--- config.mk ---
export PLATFORM = sky130hd
export DESIGN_NAME = reset_arbiter
export DESIGN_NICKNAME = d
export VERILOG_FILES = /design/src/rtl/reset_arb_pkg.sv /design/src/rtl/rsa_por_path.sv /design/src/rtl/rsa_man_defer.sv /design/src/rtl/rsa_wovf_flag.sv /design/src/rtl/reset_arbiter.sv
export SDC_FILE = /design/constraint.sdc
export NUM_CORES = 1
export LEC_CHECK = 0
export BUFFER_PORTS_ARGS = -buffer_cell sky130_fd_sc_hd__clkbuf_2
export CORE_MARGIN = 3
export CORE_UTILIZATION = 53
export CTS_BUF_LIST = sky130_fd_sc_hd__clkbuf_8 sky130_fd_sc_hd__clkbuf_16
export DETAILED_ROUTE_END_ITERATION = 16
export PLACE_DENSITY = 0.73
export SETUP_SLACK_MARGIN = 0.4
export SLEW_MARGIN = 25
export SYNTH_ARGS = -nofsm -noshare
export SYNTH_HDL_FRONTEND = slang
export SYNTH_SLANG_ARGS = --single-unit
--- constraint.sdc ---
create_clock -name clk -period 1.6 [get_ports clk]
set_input_delay 0.4 -clock clk [delete_from_list [all_inputs] [get_ports clk]]
set_output_delay 0.4 -clock clk [all_outputs]
set_load 0.03 [all_outputs]
--- src/rtl/reset_arb_pkg.sv ---
package reset_arb_pkg;

  // Saturating step of the manual-request age counter.
  function automatic int age_step(int age, int limit);
    return (age >= limit) ? limit : age + 1;
  endfunction

  // Bus activity that a manual reset must not disturb.
  function automatic logic bus_in_use(logic released, logic burst, logic cycle_open);
    return released | burst | cycle_open;
  endfunction

  // Watchdog request split by kind, after pin arbitration.
  function automatic logic [1:0] wdt_split(logic ovf, logic manual, logic pin);
    logic win;
    win = ovf & ~pin;
    return {win & manual, win & ~manual};
  endfunction

endpackage

--- src/rtl/rsa_por_path.sv ---
module rsa_por_path (
  input  logic clk,
  input  logic rst_n,
  input  logic pin_req_i,
  input  logic wdt_req_i,
  input  logic busy_i,
  output logic por_o,
  output logic io_o,
  output logic pend_o,
  output logic issue_o
);

  logic pend_q;
  logic from_pin_q;
  logic por_q;
  logic io_q;

  assign issue_o = pend_q & ~busy_i;

  always_ff @(posedge clk or negedge rst_n) begin
    if (!rst_n) begin
      pend_q     <= 1'b0;
      from_pin_q <= 1'b0;
      por_q      <= 1'b0;
      io_q       <= 1'b0;
    end else begin
      por_q <= issue_o;
      io_q  <= issue_o & from_pin_q;
      if (pin_req_i || wdt_req_i) begin
        pend_q     <= 1'b1;
        from_pin_q <= (from_pin_q & ~issue_o) | pin_req_i;
      end else if (issue_o) begin
        pend_q     <= 1'b0;
        from_pin_q <= 1'b0;
      end
    end
  end

  assign por_o  = por_q;
  assign io_o   = io_q;
  assign pend_o = pend_q;

  assert_io_with_por_R2: assert property (@(posedge clk) disable iff (!rst_n)
    io_o |-> por_o);

  assert_por_not_busy_R8: assert property (@(posedge clk) disable iff (!rst_n)
    por_o |-> $past(!busy_i));

  assert_por_single_R7: assert property (@(posedge clk) disable iff (!rst_n)
    por_o |=> !por_o || $past(pin_req_i || wdt_req_i, 2));

endmodule

--- src/rtl/rsa_man_defer.sv ---
module rsa_man_defer
  import reset_arb_pkg::*;
#(
  parameter int LIMIT = 512,
  localparam int AGE_W = $clog2(LIMIT + 1)
) (
  input  logic clk,
  input  logic rst_n,
  input  logic req_i,
  input  logic blocked_i,
  input  logic busy_i,
  input  logic hold_i,
  input  logic cancel_i,
  output logic man_o,
  output logic pend_o,
  output logic drop_o
);

  logic             pend_q;
  logic             man_q;
  logic [AGE_W-1:0] age_q;
  logic [AGE_W-1:0] age_nx;
  logic             can_issue;
  logic             drop_w;

  assign age_nx    = AGE_W'(age_step(int'(age_q), LIMIT));
  assign can_issue = pend_q & ~blocked_i & ~busy_i & ~hold_i;
  assign drop_w    = pend_q & ~req_i & ~cancel_i & ~can_issue
                     & (int'(age_nx) == LIMIT);

  always_ff @(posedge clk or negedge rst_n) begin
    if (!rst_n) begin
      pend_q <= 1'b0;
      man_q  <= 1'b0;
      age_q  <= '0;
    end else begin
      man_q <= 1'b0;
      if (req_i) begin
        pend_q <= 1'b1;
        age_q  <= '0;
      end else if (cancel_i) begin
        pend_q <= 1'b0;
      end else if (can_issue) begin
        man_q  <= 1'b1;
        pend_q <= 1'b0;
      end else if (pend_q) begin
        age_q <= age_nx;
        if (drop_w) pend_q <= 1'b0;
      end
    end
  end

  assign man_o  = man_q;
  assign pend_o = pend_q;
  assign drop_o = drop_w;

  assert_age_bound_R5: assert property (@(posedge clk) disable iff (!rst_n)
    int'(age_q) <= LIMIT);

  assert_drop_clears_R5: assert property (@(posedge clk) disable iff (!rst_n)
    (drop_o && !req_i) |=> !pend_o && !man_o);

endmodule

--- src/rtl/rsa_wovf_flag.sv ---
module rsa_wovf_flag (
  input  logic clk,
  input  logic rst_n,
  input  logic set_i,
  input  logic clr_i,
  output logic flag_o
);

  logic flag_q;

  always_ff @(posedge clk or negedge rst_n) begin
    if (!rst_n)     flag_q <= 1'b0;
    else if (set_i) flag_q <= 1'b1;
    else if (clr_i) flag_q <= 1'b0;
  end

  assign flag_o = flag_q;

  assert_flag_set_R6: assert property (@(posedge clk) disable iff (!rst_n)
    set_i |=> flag_o);

endmodule

--- src/rtl/reset_arbiter.sv ---
module reset_arbiter
  import reset_arb_pkg::*;
#(
  parameter int DEFER_LIMIT = 512
) (
  input  logic clk,
  input  logic rst_n,
  input  logic pin_rst_i,
  input  logic wdt_ovf_i,
  input  logic wdt_manual_i,
  input  logic bus_released_i,
  input  logic dma_burst_i,
  input  logic bus_cycle_i,
  input  logic seq_busy_i,
  input  logic flag_clr_i,
  output logic por_o,
  output logic io_rst_o,
  output logic man_rst_o,
  output logic wovf_o
);

  logic [1:0] wdt_kind;
  logic       wdt_por_req;
  logic       wdt_man_req;
  logic       blocked_w;
  logic       por_pend;
  logic       por_issue;
  logic       man_pend;
  logic       man_drop;

  assign wdt_kind    = wdt_split(wdt_ovf_i, wdt_manual_i, pin_rst_i);
  assign wdt_por_req = wdt_kind[0];
  assign wdt_man_req = wdt_kind[1];
  assign blocked_w   = bus_in_use(bus_released_i, dma_burst_i, bus_cycle_i);

  rsa_por_path u_por (
    .clk       (clk),
    .rst_n     (rst_n),
    .pin_req_i (pin_rst_i),
    .wdt_req_i (wdt_por_req),
    .busy_i    (seq_busy_i),
    .por_o     (por_o),
    .io_o      (io_rst_o),
    .pend_o    (por_pend),
    .issue_o   (por_issue)
  );

  rsa_man_defer #(.LIMIT(DEFER_LIMIT)) u_defer (
    .clk       (clk),
    .rst_n     (rst_n),
    .req_i     (wdt_man_req),
    .blocked_i (blocked_w),
    .busy_i    (seq_busy_i),
    .hold_i    (por_pend),
    .cancel_i  (por_issue),
    .man_o     (man_rst_o),
    .pend_o    (man_pend),
    .drop_o    (man_drop)
  );

  rsa_wovf_flag u_flag (
    .clk    (clk),
    .rst_n  (rst_n),
    .set_i  (wdt_ovf_i & ~pin_rst_i),
    .clr_i  (pin_rst_i | flag_clr_i),
    .flag_o (wovf_o)
  );

  assert_pin_clears_flag_R3: assert property (@(posedge clk) disable iff (!rst_n)
    pin_rst_i |=> !wovf_o);

  assert_man_bus_idle_R4: assert property (@(posedge clk) disable iff (!rst_n)
    man_rst_o |-> $past(!blocked_w));

  assert_man_not_busy_R8: assert property (@(posedge clk) disable iff (!rst_n)
    man_rst_o |-> $past(!seq_busy_i));

  assert_cmd_exclusive_R7: assert property (@(posedge clk) disable iff (!rst_n)
    !(por_o && man_rst_o));

  assert_por_cancels_man_R7: assert property (@(posedge clk) disable iff (!rst_n)
    (por_issue && !wdt_man_req) |=> !man_pend);

  assert_drop_blocked_R5: assert property (@(posedge clk) disable iff (!rst_n)
    man_drop |-> man_pend);

endmodule

* After elaboration in Yosys (flattened, before gate mapping)
Index checks and enable logic that the tools add are counted.
** Word-level totals
- Bits in registers :: 17
- Output and inout port bits :: 4
- Logic and storage cells :: 61
** Cells by class
- $add $sub $neg :: 1
- $lt $le $gt $ge :: 1
- Equality and inequality tests :: 3
- Mux-type cells :: 18
- Bitwise gates (word level) :: 25
- Reductions and logical operators :: 5
** Operators by type and width (count)
- $mux 10 :: 5
- $and 1x1->1 :: 13
- $mux 1 :: 13
- $add 10x1->10 const B :: 1
- $eq 10x10->1 const B :: 1
- $ge 10x10->1 const B :: 1
- $not 1->1 :: 8
- $reduce_bool 2->1 :: 3
- $ne 2x1->1 const B :: 2
- $or 1x1->1 :: 4
- $reduce_and 3->1 :: 1
- $logic_or 1x1->1 :: 1

* Longest topological paths before layout
Gate-level depths: netlist (run 1).
- Depth after elaboration :: 14
- Depth in mapped cells :: 5
- Mapped depth without buffers :: 5

* Cells and area by module
Synthesis (run 1) repeated with hierarchy kept, for this count alone.
** Second synthesis, totals
- Cells, all modules :: 94
- Area total of the unflattened synthesis :: 929.6 um^2
** By module, submodules not included
- rsa_man_defer :: instances 1, cells an instance 77, area an instance 718.2 um^2, seq. area each 300.3 um^2
- rsa_por_path :: instances 1, cells an instance 9, area an instance 140.1 um^2, seq. area each 100.1 um^2
- rsa_wovf_flag :: instances 1, cells an instance 3, area an instance 36.3 um^2, seq. area each 25.0 um^2
- reset_arbiter :: instances 1, cells an instance 5, area an instance 35.0 um^2, seq. area each 0.0 um^2

* Worst setup path before layout (run 1)
OpenSTA, ideal clock, no wires.
- Path type :: register to register
- Start :: register u_defer.age_q[0]
- End :: register u_defer.age_q[8]
- Arrival time :: 1.373 ns
- Data required time :: 1.522 ns
- Slack :: 0.149 ns
- Stages on the path, launching flop included :: 6
- Buffers on the path :: 0
- Period minus slack after synthesis :: 1.451 ns
- Cells stage by stage :: dfrtp_1 -> ha_1 -> and3_1 -> nand2_1 -> or4_1 -> a21oi_1
** Between the ends
- Cells in the longest elaborated chain, start to end :: 6
- Elaborated cells on any way between the ends :: 7
** Ends and longest elaborated chain
- start: declaration :: RTL line rsa_man_defer.sv:21 : logic [AGE_W-1:0] age_q;
- start signal: assignment :: RTL line rsa_man_defer.sv:47 : age_q <= age_nx;
- $add 10x1->10 or $ge 10x10->1 (tied branches) :: RTL line reset_arb_pkg.sv:5 : return (age >= limit) ? limit : age + 1;
- $mux 10 * :: RTL line reset_arb_pkg.sv:5
- $mux 10 * :: RTL line rsa_man_defer.sv:46 : end else if (pend_q) begin
- $mux 10 * :: RTL line rsa_man_defer.sv:43 : end else if (can_issue) begin
- $mux 10 * :: RTL line rsa_man_defer.sv:41 : end else if (cancel_i) begin
- $mux 10 * :: RTL line rsa_man_defer.sv:38 : if (req_i) begin
Every way passes the cells marked *; elsewhere a longest branch is shown, timed or not. The select of a mux whose other input is x is not followed.
A chain may end at the register's enable or synchronous reset.

* Final worst setup path (run 1)
- Start :: register u_por.pend_q, in the netlist u_por.pend_o
- End :: register u_defer.age_q[8]
** Between the ends
- Cells in the longest elaborated chain, start to end :: 4
- Elaborated cells on any way between the ends :: 6
** Ends and longest elaborated chain
- start: declaration :: RTL line rsa_por_path.sv:13 : logic pend_q;
- start signal: assignment :: RTL line rsa_por_path.sv:22 : pend_q <= 1'b0;
- start signal: assignment :: RTL line rsa_por_path.sv:30 : pend_q <= 1'b1;
- start signal: assignment :: RTL line rsa_por_path.sv:33 : pend_q <= 1'b0;
- $not 1->1 :: RTL line rsa_man_defer.sv:27 : assign can_issue = pend_q & ~blocked_i & ~busy_i & ~hold_i;
- $and 1x1->1 :: RTL line rsa_man_defer.sv:27
- $ne 2x1->1 (no line)
- $reduce_and 3->1 (no line) *
Every way passes the cells marked *; elsewhere a longest branch is shown, timed or not.

==> impl_metrics.env, run 1 <==
export IMPL_yosysWarnings=0
export IMPL_ys_ff_latch=17
export IMPL_crit_type="reg2reg"
export IMPL_nets=132
export IMPL_hp_class="in2async"
export IMPL_drc=0
export IMPL_routabilityCongestion=0.829
export IMPL_fp_dieArea_mm2=0.00221
export IMPL_synthFlopType="dfrtp_1"
export IMPL_power_frac_comb_pct=21.2
export IMPL_rows=14
export IMPL_grt_setup_unrepaired="true"
export IMPL_drt_iter0_markers=24
export IMPL_cts_sink_count=17
export IMPL_worstReg2RegStart="u_por.pend_o$_DFFE_PN0P_"
export IMPL_clock_skew_final_ns=0.00144
export IMPL_start_util_pct=57.8
export IMPL_synth_async_sr_flop_share_pct=100
export IMPL_r2r_end="u_defer.age_q[8]$_DFFE_PN0P_"
export IMPL_synth_cell_type_count=31
export IMPL_path_depth=4
export IMPL_final_hold_viol_count=0
export IMPL_ant_nets=0
export IMPL_crit_chain="or2b_4 -> nand4_4 -> or4_4 -> a21oi_2"
export IMPL_sw_frac_of_total_pct=28.8
export IMPL_drtPass1Iterations=4
export IMPL_syn_nets=105
export IMPL_p_int_w=0.000755
export IMPL_yosysSeqAreaShare_pct=47.8
export IMPL_crit_fanout=8
export IMPL_hpwl_um=1280
export IMPL_cts_buffers=3
export IMPL_drt_wl_total_um=2020
export IMPL_setup_tns_final_ns=0
export IMPL_leakagePower_nw=0.542
export IMPL_max_cap_violations=0
export IMPL_clock_fmax_mhz=693
export IMPL_clk_path_buf_depth=2
export IMPL_path_delay_family="simple AND/OR/NAND/NOR gates"
export IMPL_final_layout_size_suffix_gt1_share_pct=41.2
export IMPL_rrSetupSlack_ns=0.16
export IMPL_diodes=0
export IMPL_p_switching_w=0.000306
export IMPL_ios=14
export IMPL_setup_worst_path_start_class="register"
export IMPL_worstMarginPinSlew_ns=0.435
export IMPL_cts_max_level=1
export IMPL_num_vias=795
export IMPL_netlist_area_leader_share_pct=47.8
export IMPL_synthCells=93
export IMPL_outcome="finished clean"
export IMPL_synth_top_cell_by_area="dfrtp_1"
export IMPL_final_common_cell="dfrtp_1"
export IMPL_grt_start_max_net_pins=18
export IMPL_area_delta_synth_final_pct=33.7
export IMPL_slew_headroom_pct=71.0
export IMPL_regArea_um2=428
export IMPL_cp_required_ns=1.79
export IMPL_finalCriticalPeriod_ns=1.44
export IMPL_fp_dieW_um=47
export IMPL_insertion_delay_ns=0.25
export IMPL_p_clk_share_pct=30.0
export IMPL_synth_edf_count=0
export IMPL_die_h_um=47
export IMPL_synthTopCellsByArea="dfrtp_1 48%, a21oi_1 6.2%, nand2_1 3.8%"
export IMPL_period_share_pct=90.3
export IMPL_p_total_w=0.00106
export IMPL_multi_input_area_um2=502
export IMPL_power_share_sequential_pct=48.8
export IMPL_reg2reg_depth=4
export IMPL_cp_end_kind="register"
export IMPL_cts_hold_buf=0
export IMPL_worst_path_max_delay_cell="or4_4"
export IMPL_grt_overflow=0
export IMPL_root_buffer="clkbuf_8"
export IMPL_setup_violations=0
export IMPL_fillers=102
export IMPL_synth_area_um2=891
export IMPL_critical_path_max_stage_delay_ns=0.51
export IMPL_vias_per_cell=5.89
export IMPL_antenna_found_initial=0
export IMPL_arrival_ns=1.63
export IMPL_core_mm2=0.00154
export IMPL_path_buf_inv=0
export IMPL_grt_pass1_wl_um=3240
export IMPL_cts_tree="yes"
export IMPL_portBuffers=13
export IMPL_drt_wirelength_per_cell_um=15.0
export IMPL_power_density_mw_per_mm2=891
export IMPL_grt_pass1_vias=759
export IMPL_layout_common_cells="15 x dfrtp_1, 11 x buf_4, 9 x clkbuf_2, 8 x a21oi_1, 7 x nand2_1"
export IMPL_peakVddDrop_mv=0.669
export IMPL_cts_clk_slew_worst_paths_ns=0.07
export IMPL_postSynthAreaPerCell_um2=9.58
export IMPL_slew_viol_final=0
export IMPL_grt_usage_pct=20.8
-- power groups by stage --
stage                     clock (W)  combinational (W)  sequential (W)
after global routing       0.000344           0.000253        0.000522
final                      0.000318           0.000225        0.000517
after floorplan                   0           0.000104        0.000515
after global placement            0           0.000157        0.000511
after CTS                  0.000317           0.000221        0.000514
after detailed placement          0           0.000164        0.000513
-- layer usage --
layer  vias to the layer above  track usage (%)  wire [µm]
li1                        391                -          -
met1                       383             25.6        903
met2                        16             34.1       1020
met3                         5             3.07         57
met4                         0             12.7         38
met5                         -                0          0
-- kinds of logic after synthesis --
family	after synthesis	share of synthesized area [%]
buffers and inverters	8	4.21
and+or+nand+nor	42	29.5
DFF	17	47.8
adders and majority gates	2	2.81
AOI/OAI and AO/OA	23	14.7
xor gates and xnor gates	1	0.983
-- worst max-delay path by stage --
stage	from	to	slack, ns
after floorplan	bus_cycle_i	u_defer.age_q[1]$_DFFE_PN0P_	0.17
after global placement	seq_busy_i	u_defer.age_q[8]$_DFFE_PN0P_	0.03
after detailed placement	bus_cycle_i	u_defer.age_q[6]$_DFFE_PN0P_	0.01
after CTS	u_defer.age_q[1]$_DFFE_PN0P_	u_defer.age_q[4]$_DFFE_PN0P_	0.16
after global routing	u_defer.age_q[1]$_DFFE_PN0P_	u_defer.age_q[8]$_DFFE_PN0P_	0.09
final	u_por.pend_o$_DFFE_PN0P_	u_defer.age_q[8]$_DFFE_PN0P_	0.16
-- worst register-to-register path, cell delays in order (launching register included) --
cell and delay [ns]:
dfrtp_1 0.38, or2b_4 0.24, nand4_4 0.13, or4_4 0.51
a21oi_2 0.12
-- metrics by stage --
step	utilization, %	worst slack [ns]	area (µm²)	hold WS, ns	cells
2_1_floorplan	-	0.169	898	0.104	93
3_3_place_gp	63.8	0.0287	983	0.351	122
3_5_place_dp	63.8	0.0118	983	0.356	122
4_1_cts	74.4	0.156	1150	0.0886	134
5_1_grt	77.3	0.0943	1190	0.0973	135
6_report	77.3	0.156	1190	0.0735	135
-- registers in the layout (all words and copies together), names as in the netlist --
register          count
u_defer.age_q        10
u_defer.man_o         1
u_defer.pend_o        1
u_flag.flag_o         1
u_por.from_pin_q      1
u_por.io_o            1
u_por.pend_o          1
u_por.por_o           1
-- area by class of cell --
| class | count | share of cell area, % |
|---|---|---|
| inverters | 6 | 1.89 |
| flip-flops and latches | 17 | 35.9 |
| repair buffers | 24 | 14.6 |
| multi-input cells | 68 | 42.1 |
| clock inverters | 1 | 0.315 |
| well taps | 16 | 1.68 |
| clock buffers | 3 | 3.47 |
-- cell usage after synthesis (2+ instances only) --
cell and n:
inv_1 6, a31oi_1 3, nand3_1 2, dfrtp_1 17, nor2_1 5, or3_1 5, and2_1 3, nand4_1 2
and3_1 3, or3b_2 2, nand2_1 9, a21oi_1 11, nor4_1 2, o21ai_0 5, ha_1 2
-- what timing repair did --
action | 4_1_cts | 5_1_grt
pin swaps | 9 | 10
buffers inserted | 8 | 1
endpoints found under the hold margin | 0 | 0
setup endpoints to repair | 13 | 15
resized for setup | 15 | 15
No activity file was read; power rests on OpenSTA's default activity.
==> run 2: changes to the inputs <==
- RECOVER_POWER: default -> 25
==> run 2 against run 1 <==
Compared with the run above:
- global-route usage unchanged
- cell count unchanged
- clock-buffer cell count unchanged
- via count unchanged
- first-iteration DRC count unchanged
- hold slack better by 0.18 ns
- power about the same
- wire length about the same
- die area unchanged
- clock power about the same
- combinational power about the same
- largest power group unchanged
==> impl_metrics.env, run 2 (synthesized netlist as in run 1, its figures left out) <==
export IMPL_peakVddDrop_mv=0.669
export IMPL_drt_wl_total_um=2020
export IMPL_grt_pass1_wl_um=3240
export IMPL_ios=14
export IMPL_grt_start_max_net_pins=18
export IMPL_slew_viol_final=0
export IMPL_gr_usage_met2_pct=34.1
export IMPL_worstReg2RegStart="u_por.pend_o$_DFFE_PN0P_"
export IMPL_die_h_um=47
export IMPL_p_clk_share_pct=30.0
export IMPL_p_total_w=0.00106
export IMPL_nets=132
export IMPL_cts_buffers=3
export IMPL_critical_path_max_stage_delay_ns=0.51
export IMPL_vias_per_cell=5.89
export IMPL_cts_max_level=1
export IMPL_setup_worst_path_start_class="register"
export IMPL_busiest_layer="met2"
export IMPL_start_util_pct=57.8
export IMPL_core_mm2=0.00154
export IMPL_crit_type="reg2reg"
export IMPL_worst_path_max_delay_cell="or4_4"
export IMPL_power_share_sequential_pct=48.8
export IMPL_cts_tree="yes"
export IMPL_top_register="u_defer.age_q"
export IMPL_met1_usage_pct=25.6
export IMPL_dp_cells=122
export IMPL_reg2reg_depth=4
export IMPL_num_vias=795
export IMPL_crit_chain="or2b_4 -> nand4_4 -> or4_4 -> a21oi_2"
export IMPL_max_cap_violations=0
export IMPL_largest_register_ffs=10
export IMPL_grt_setup_unrepaired="true"
export IMPL_clock_fmax_mhz=693
export IMPL_fp_dieArea_mm2=0.00221
export IMPL_power_density_mw_per_mm2=891
export IMPL_cp_end_kind="register"
export IMPL_rrSetupSlack_ns=0.16
export IMPL_grt_pass1_vias=759
export IMPL_r2r_end="u_defer.age_q[8]$_DFFE_PN0P_"
export IMPL_arrival_ns=1.63
export IMPL_hpwl_um=1280
export IMPL_insertion_delay_ns=0.25
export IMPL_clk_path_buf_depth=2
export IMPL_layout_common_cells="15 x dfrtp_1, 11 x buf_4, 8 x a21oi_1, 8 x clkbuf_2, 7 x nand2_1"
export IMPL_p_switching_w=0.000306
export IMPL_final_layout_size_suffix_gt1_share_pct=40.3
export IMPL_portBuffers=13
export IMPL_ant_nets=0
export IMPL_cts_hold_buf=0
export IMPL_power_frac_comb_pct=21.2
export IMPL_rows=14
export IMPL_outcome="finished clean"
export IMPL_final_common_cell="dfrtp_1"
export IMPL_cts_sink_count=17
export IMPL_crit_fanout=8
export IMPL_slew_headroom_pct=38.3
export IMPL_finalCriticalPeriod_ns=1.44
export IMPL_cts_clk_slew_worst_paths_ns=0.07
export IMPL_root_buffer="clkbuf_8"
export IMPL_final_hold_viol_count=0
export IMPL_setup_violations=0
export IMPL_drt_wirelength_per_cell_um=15.0
export IMPL_area_delta_synth_final_pct=33.6
export IMPL_period_share_pct=90.3
export IMPL_final_cells=135
export IMPL_leakagePower_nw=0.539
export IMPL_grt_usage_pct=20.8
export IMPL_grt_overflow=0
export IMPL_drt_iter0_markers=24
export IMPL_drtPass1Iterations=4
export IMPL_diodes=0
export IMPL_routabilityCongestion=0.829
export IMPL_sw_frac_of_total_pct=28.9
export IMPL_antenna_found_initial=0
export IMPL_clock_skew_final_ns=0.00144
export IMPL_hp_class="in2async"
export IMPL_grtUsageMet3_pct=3.07
export IMPL_fp_dieW_um=47
export IMPL_drc=0
export IMPL_cp_required_ns=1.79
export IMPL_p_int_w=0.000755
export IMPL_setup_tns_final_ns=0
export IMPL_worstMarginPinSlew_ns=0.925
run 2: cell count changes in the layout (fill, tap and decap cells not counted):
| cell | delta |
|---|---|
| clkbuf_2 | -1 |
| clkbuf_1 | +1 |
run 2: layer usage:
metal  share of wire, %  up-vias
met5                  0        -
met4                1.9        0
met3                2.8        5
met2                 51       16
met1                 45      383
li1                   -      391
run 2: through the flow:
step           setup WS [ns]  area [µm²]  hold WS [ns]  utilization, %
6_report               0.156        1190         0.258            77.2
5_1_grt               0.0943        1190         0.327            77.2
4_1_cts                0.156        1150        0.0886            74.4
3_5_place_dp          0.0118         983         0.356            63.8
3_3_place_gp          0.0287         983         0.351            63.8
2_1_floorplan          0.169         898         0.104               -
run 2: critical path: cells and delay by family (launching register included):
family | cells | cell delay, ns
AND/OR/NAND/NOR | 3 | 0.88
flip-flops | 1 | 0.38
AO/OA/AOI/OAI | 1 | 0.12
run 2: worst max-delay path by stage:
stage                                 start                            to  cells after the start
2_1_floorplan                   bus_cycle_i  u_defer.age_q[1]$_DFFE_PN0P_                      5
3_3_place_gp                     seq_busy_i  u_defer.age_q[8]$_DFFE_PN0P_                      5
3_5_place_dp                    bus_cycle_i  u_defer.age_q[6]$_DFFE_PN0P_                      5
4_1_cts        u_defer.age_q[1]$_DFFE_PN0P_  u_defer.age_q[4]$_DFFE_PN0P_                      4
5_1_grt        u_defer.age_q[1]$_DFFE_PN0P_  u_defer.age_q[8]$_DFFE_PN0P_                      5
6_report           u_por.pend_o$_DFFE_PN0P_  u_defer.age_q[8]$_DFFE_PN0P_                      4
run 2: power by group through the flow:
| stage | registers (W) | clock network [W] | logic, W |
|---|---|---|---|
| floorplan | 0.000515 | 0 | 0.000104 |
| global placement | 0.000511 | 0 | 0.000157 |
| detailed placement | 0.000513 | 0 | 0.000164 |
| CTS | 0.000514 | 0.000317 | 0.000221 |
| global route | 0.000522 | 0.000344 | 0.000253 |
| finish | 0.000517 | 0.000318 | 0.000225 |
run 2: area by class of cell:
class	instances	area (µm²)
clock buffers	3	41.3
clock inverters	1	3.75
fillers	103	352
inverters	6	22.5
multi-input cells	68	502
flip-flops and latches	17	428
well taps	16	20.0
repair buffers	24	173
run 2: timing repair:
action | in CTS | in global routing
pin swaps | 9 | 10
resized for setup | 15 | 15
buffers inserted | 8 | 1
setup endpoints to repair | 13 | 15
==> run 3: changes to the inputs <==
- ABC_AREA: default -> 1
- CORE_UTILIZATION: 53 -> 59
- PLACE_DENSITY: 0.73 -> 0.8
- clock period: 1.6 -> 1.8 ns (I/O delays scaled with it)
==> run 3 against run 2 <==
Compared with the run above:
- synthesized area increased by 11%
- clock-buffer cell count did not move
- setup slack improved by 0.27 ns
- via count is 8.3% higher
- critical path depth is 2 higher
- hold slack improved by 0.034 ns
- first-iteration DRC count up 21%
- synthesized cell count up 39%
- power shrank 0.66%
- non-clock buffer count fell by 6
- flip-flop and latch count did not move
- critical endpoint is now u_defer.pend_o$_DFF_PN0_
- largest power group unchanged
==> impl_metrics.env, run 3 <==
export IMPL_fillers=124
export IMPL_fp_dieW_um=47.0
export IMPL_netlist_area_leader_share_pct=43.0
export IMPL_grt_start_max_net_pins=18
export IMPL_worstReg2RegStart="u_defer.age_q[0]$_DFFE_PN0P_"
export IMPL_drtPass1Iterations=4
export IMPL_power_frac_comb_pct=28.5
export IMPL_grt_usage_pct=20.6
export IMPL_outcome="finished clean"
export IMPL_largest_register_ffs=10
export IMPL_crit_chain="ha_4 -> or2_2 -> nand3_1 -> nand3_1 -> nor2_1 -> a21oi_1"
export IMPL_grt_overflow=0
export IMPL_diodes=0
export IMPL_start_util_pct=64.2
export IMPL_core_mm2=0.00154
export IMPL_cp_required_ns=1.94
export IMPL_postSynthAreaPerCell_um2=7.67
export IMPL_reg2reg_depth=6
export IMPL_max_cap_violations=0
export IMPL_cts_tree="yes"
export IMPL_period_share_pct=76.6
export IMPL_synthFlopType="dfrtp_1"
export IMPL_drt_wl_total_um=2050
export IMPL_dp_cells=158
export IMPL_power_share_sequential_pct=44.5
export IMPL_worstMarginPinSlew_ns=0.885
export IMPL_setup_worst_path_start_class="register"
export IMPL_grt_pass1_vias=793
export IMPL_ant_nets=0
export IMPL_hpwl_um=1490
export IMPL_power_density_mw_per_mm2=878
export IMPL_setup_tns_final_ns=0
export IMPL_crit_start="u_defer.age_q[0]$_DFFE_PN0P_"
export IMPL_num_vias=861
export IMPL_routabilityCongestion=0.839
export IMPL_crit_fanout=3
export IMPL_ios=14
export IMPL_synth_area_um2=990
export IMPL_grt_pass1_wl_um=3150
export IMPL_drt_iter0_markers=29
export IMPL_final_core_util_pct=77.8
export IMPL_synth_cell_type_count=22
export IMPL_synth_top_cell_by_area="dfrtp_1"
export IMPL_synth_async_sr_flop_share_pct=100
export IMPL_synthCells=129
export IMPL_cts_sink_count=17
export IMPL_final_common_cell="nand2_1"
export IMPL_fp_dieArea_mm2=0.00220
export IMPL_cts_hold_buf=0
export IMPL_drt_wirelength_per_cell_um=12.2
export IMPL_p_clk_share_pct=27.0
export IMPL_final_cells=167
export IMPL_sw_frac_of_total_pct=32.1
export IMPL_endpoint="u_defer.pend_o$_DFF_PN0_"
export IMPL_slew_viol_final=0
export IMPL_syn_nets=141
export IMPL_slew_headroom_pct=41.0
export IMPL_antenna_found_initial=0
export IMPL_p_int_w=0.000716
export IMPL_leakagePower_nw=0.642
export IMPL_critical_path_max_stage_delay_ns=0.43
export IMPL_cpMostUsedCell="nand3_1"
export IMPL_top_register="u_defer.age_q"
export IMPL_clock_skew_final_ns=0.000815
export IMPL_synth_edf_count=0
export IMPL_cp_end_kind="register"
export IMPL_die_h_um=47.0
export IMPL_ys_ff_latch=17
export IMPL_final_layout_size_suffix_gt1_share_pct=31.8
export IMPL_cts_buffers=3
export IMPL_setup_violations=0
export IMPL_crit_type="reg2reg"
export IMPL_worst_path_max_delay_cell="dfrtp_1"
export IMPL_root_buffer="clkbuf_8"
export IMPL_rrSetupSlack_ns=0.42
export IMPL_cts_max_level=1
export IMPL_vias_per_cell=5.16
export IMPL_rows=14
export IMPL_yosysWarnings=0
export IMPL_synthTopCellsByArea="dfrtp_1 43%, nand2_1 16%, inv_1 5.7%"
export IMPL_p_switching_w=0.000338
export IMPL_hp_class="in2async"
export IMPL_finalCriticalPeriod_ns=1.38
export IMPL_cts_clk_slew_worst_paths_ns=0.07
export IMPL_arrival_ns=1.52
export IMPL_layout_common_cells="41 x nand2_1, 16 x dfrtp_1, 13 x inv_1, 12 x clkbuf_2, 10 x nand3_1"
export IMPL_insertion_delay_ns=0.25
export IMPL_yosysSeqAreaShare_pct=43.0
export IMPL_synth_most_common_cell="nand2_1"
export IMPL_clock_fmax_mhz=725
export IMPL_area_delta_synth_final_pct=21.2
export IMPL_nets=164
export IMPL_peakVddDrop_mv=0.586
export IMPL_r2r_end="u_defer.pend_o$_DFF_PN0_"
export IMPL_clk_path_buf_depth=2
export IMPL_drc=0
export IMPL_synth_commonest_cells="41 x nand2_1, 17 x dfrtp_1, 15 x inv_1"
export IMPL_grt_setup_unrepaired="true"
export IMPL_portBuffers=13
export IMPL_final_hold_viol_count=0
run 3: cells by family after synthesis:
| logic type | Yosys count | synth area share (%) |
|---|---|---|
| AOI/OAI and AO/OA | 10 | 6.57 |
| buffers and inverters | 20 | 7.59 |
| and+or+nand+nor | 80 | 40.3 |
| DFF | 17 | 43.0 |
| adders and majority gates | 2 | 2.53 |
run 3: per-layer routing:
metal	wire [µm]	part of all wire, %	global-route usage (%)
met1	945	46	26.4
met2	1020	50	32.0
met3	40	2.0	3.83
met4	37	1.8	12.7
met5	0	0	0
run 3: metrics by stage:
stage          hold WS (ns)  cell area [µm²]  power [W]  worst slack, ns
2_1_floorplan         0.154              990   0.000592            0.467
3_3_place_gp          0.396             1070   0.000643            0.402
3_5_place_dp          0.403             1070   0.000650            0.332
4_1_cts               0.129             1140   0.000961            0.417
5_1_grt               0.352             1200    0.00112            0.348
6_report              0.293             1200    0.00105            0.421
run 3: worst min path at each step:
stage / to / slack (ns)
finish: u_defer.age_q[6]$_DFFE_PN0P_ / 0.29
global route: u_defer.age_q[9]$_DFFE_PN0P_ / 0.35
CTS: u_defer.age_q[0]$_DFFE_PN0P_ / 0.13
detailed placement: u_defer.age_q[7]$_DFFE_PN0P_ / 0.40
global placement: u_defer.age_q[9]$_DFFE_PN0P_ / 0.40
floorplan: u_defer.age_q[0]$_DFFE_PN0P_ / 0.15
run 3: layout make-up:
cell class	count	area (µm²)	share of cell area, %
clock buffers	3	41.3	3.44
clock inverters	1	5.00	0.417
inverters	20	75.1	6.26
multi-input cells	92	527	43.9
flip-flops and latches	17	427	35.6
well taps	16	20.0	1.67
repair buffers	18	105	8.76
run 3: critical path, delay by kind of cell (launching register included):
kind	cells	cell delay [ns]
and+or+nand+nor	4	0.57
DFF	1	0.43
adders and majority gates	1	0.19
AOI/OAI and AO/OA	1	0.07
run 3: repair_timing:
action	in CTS	in global routing
resized for setup	1	9
pin swaps	0	5
setup endpoints to repair	1	1
setup buffers	2	3
run 3: power by group through the flow:
stage               Clock (W)  Sequential, W  Combinational (W)
floorplan                   0       0.000468           0.000124
global placement            0       0.000465           0.000178
detailed placement          0       0.000466           0.000184
CTS                  0.000290       0.000454           0.000216
global route         0.000312       0.000474           0.000330
finish               0.000285       0.000469           0.000300
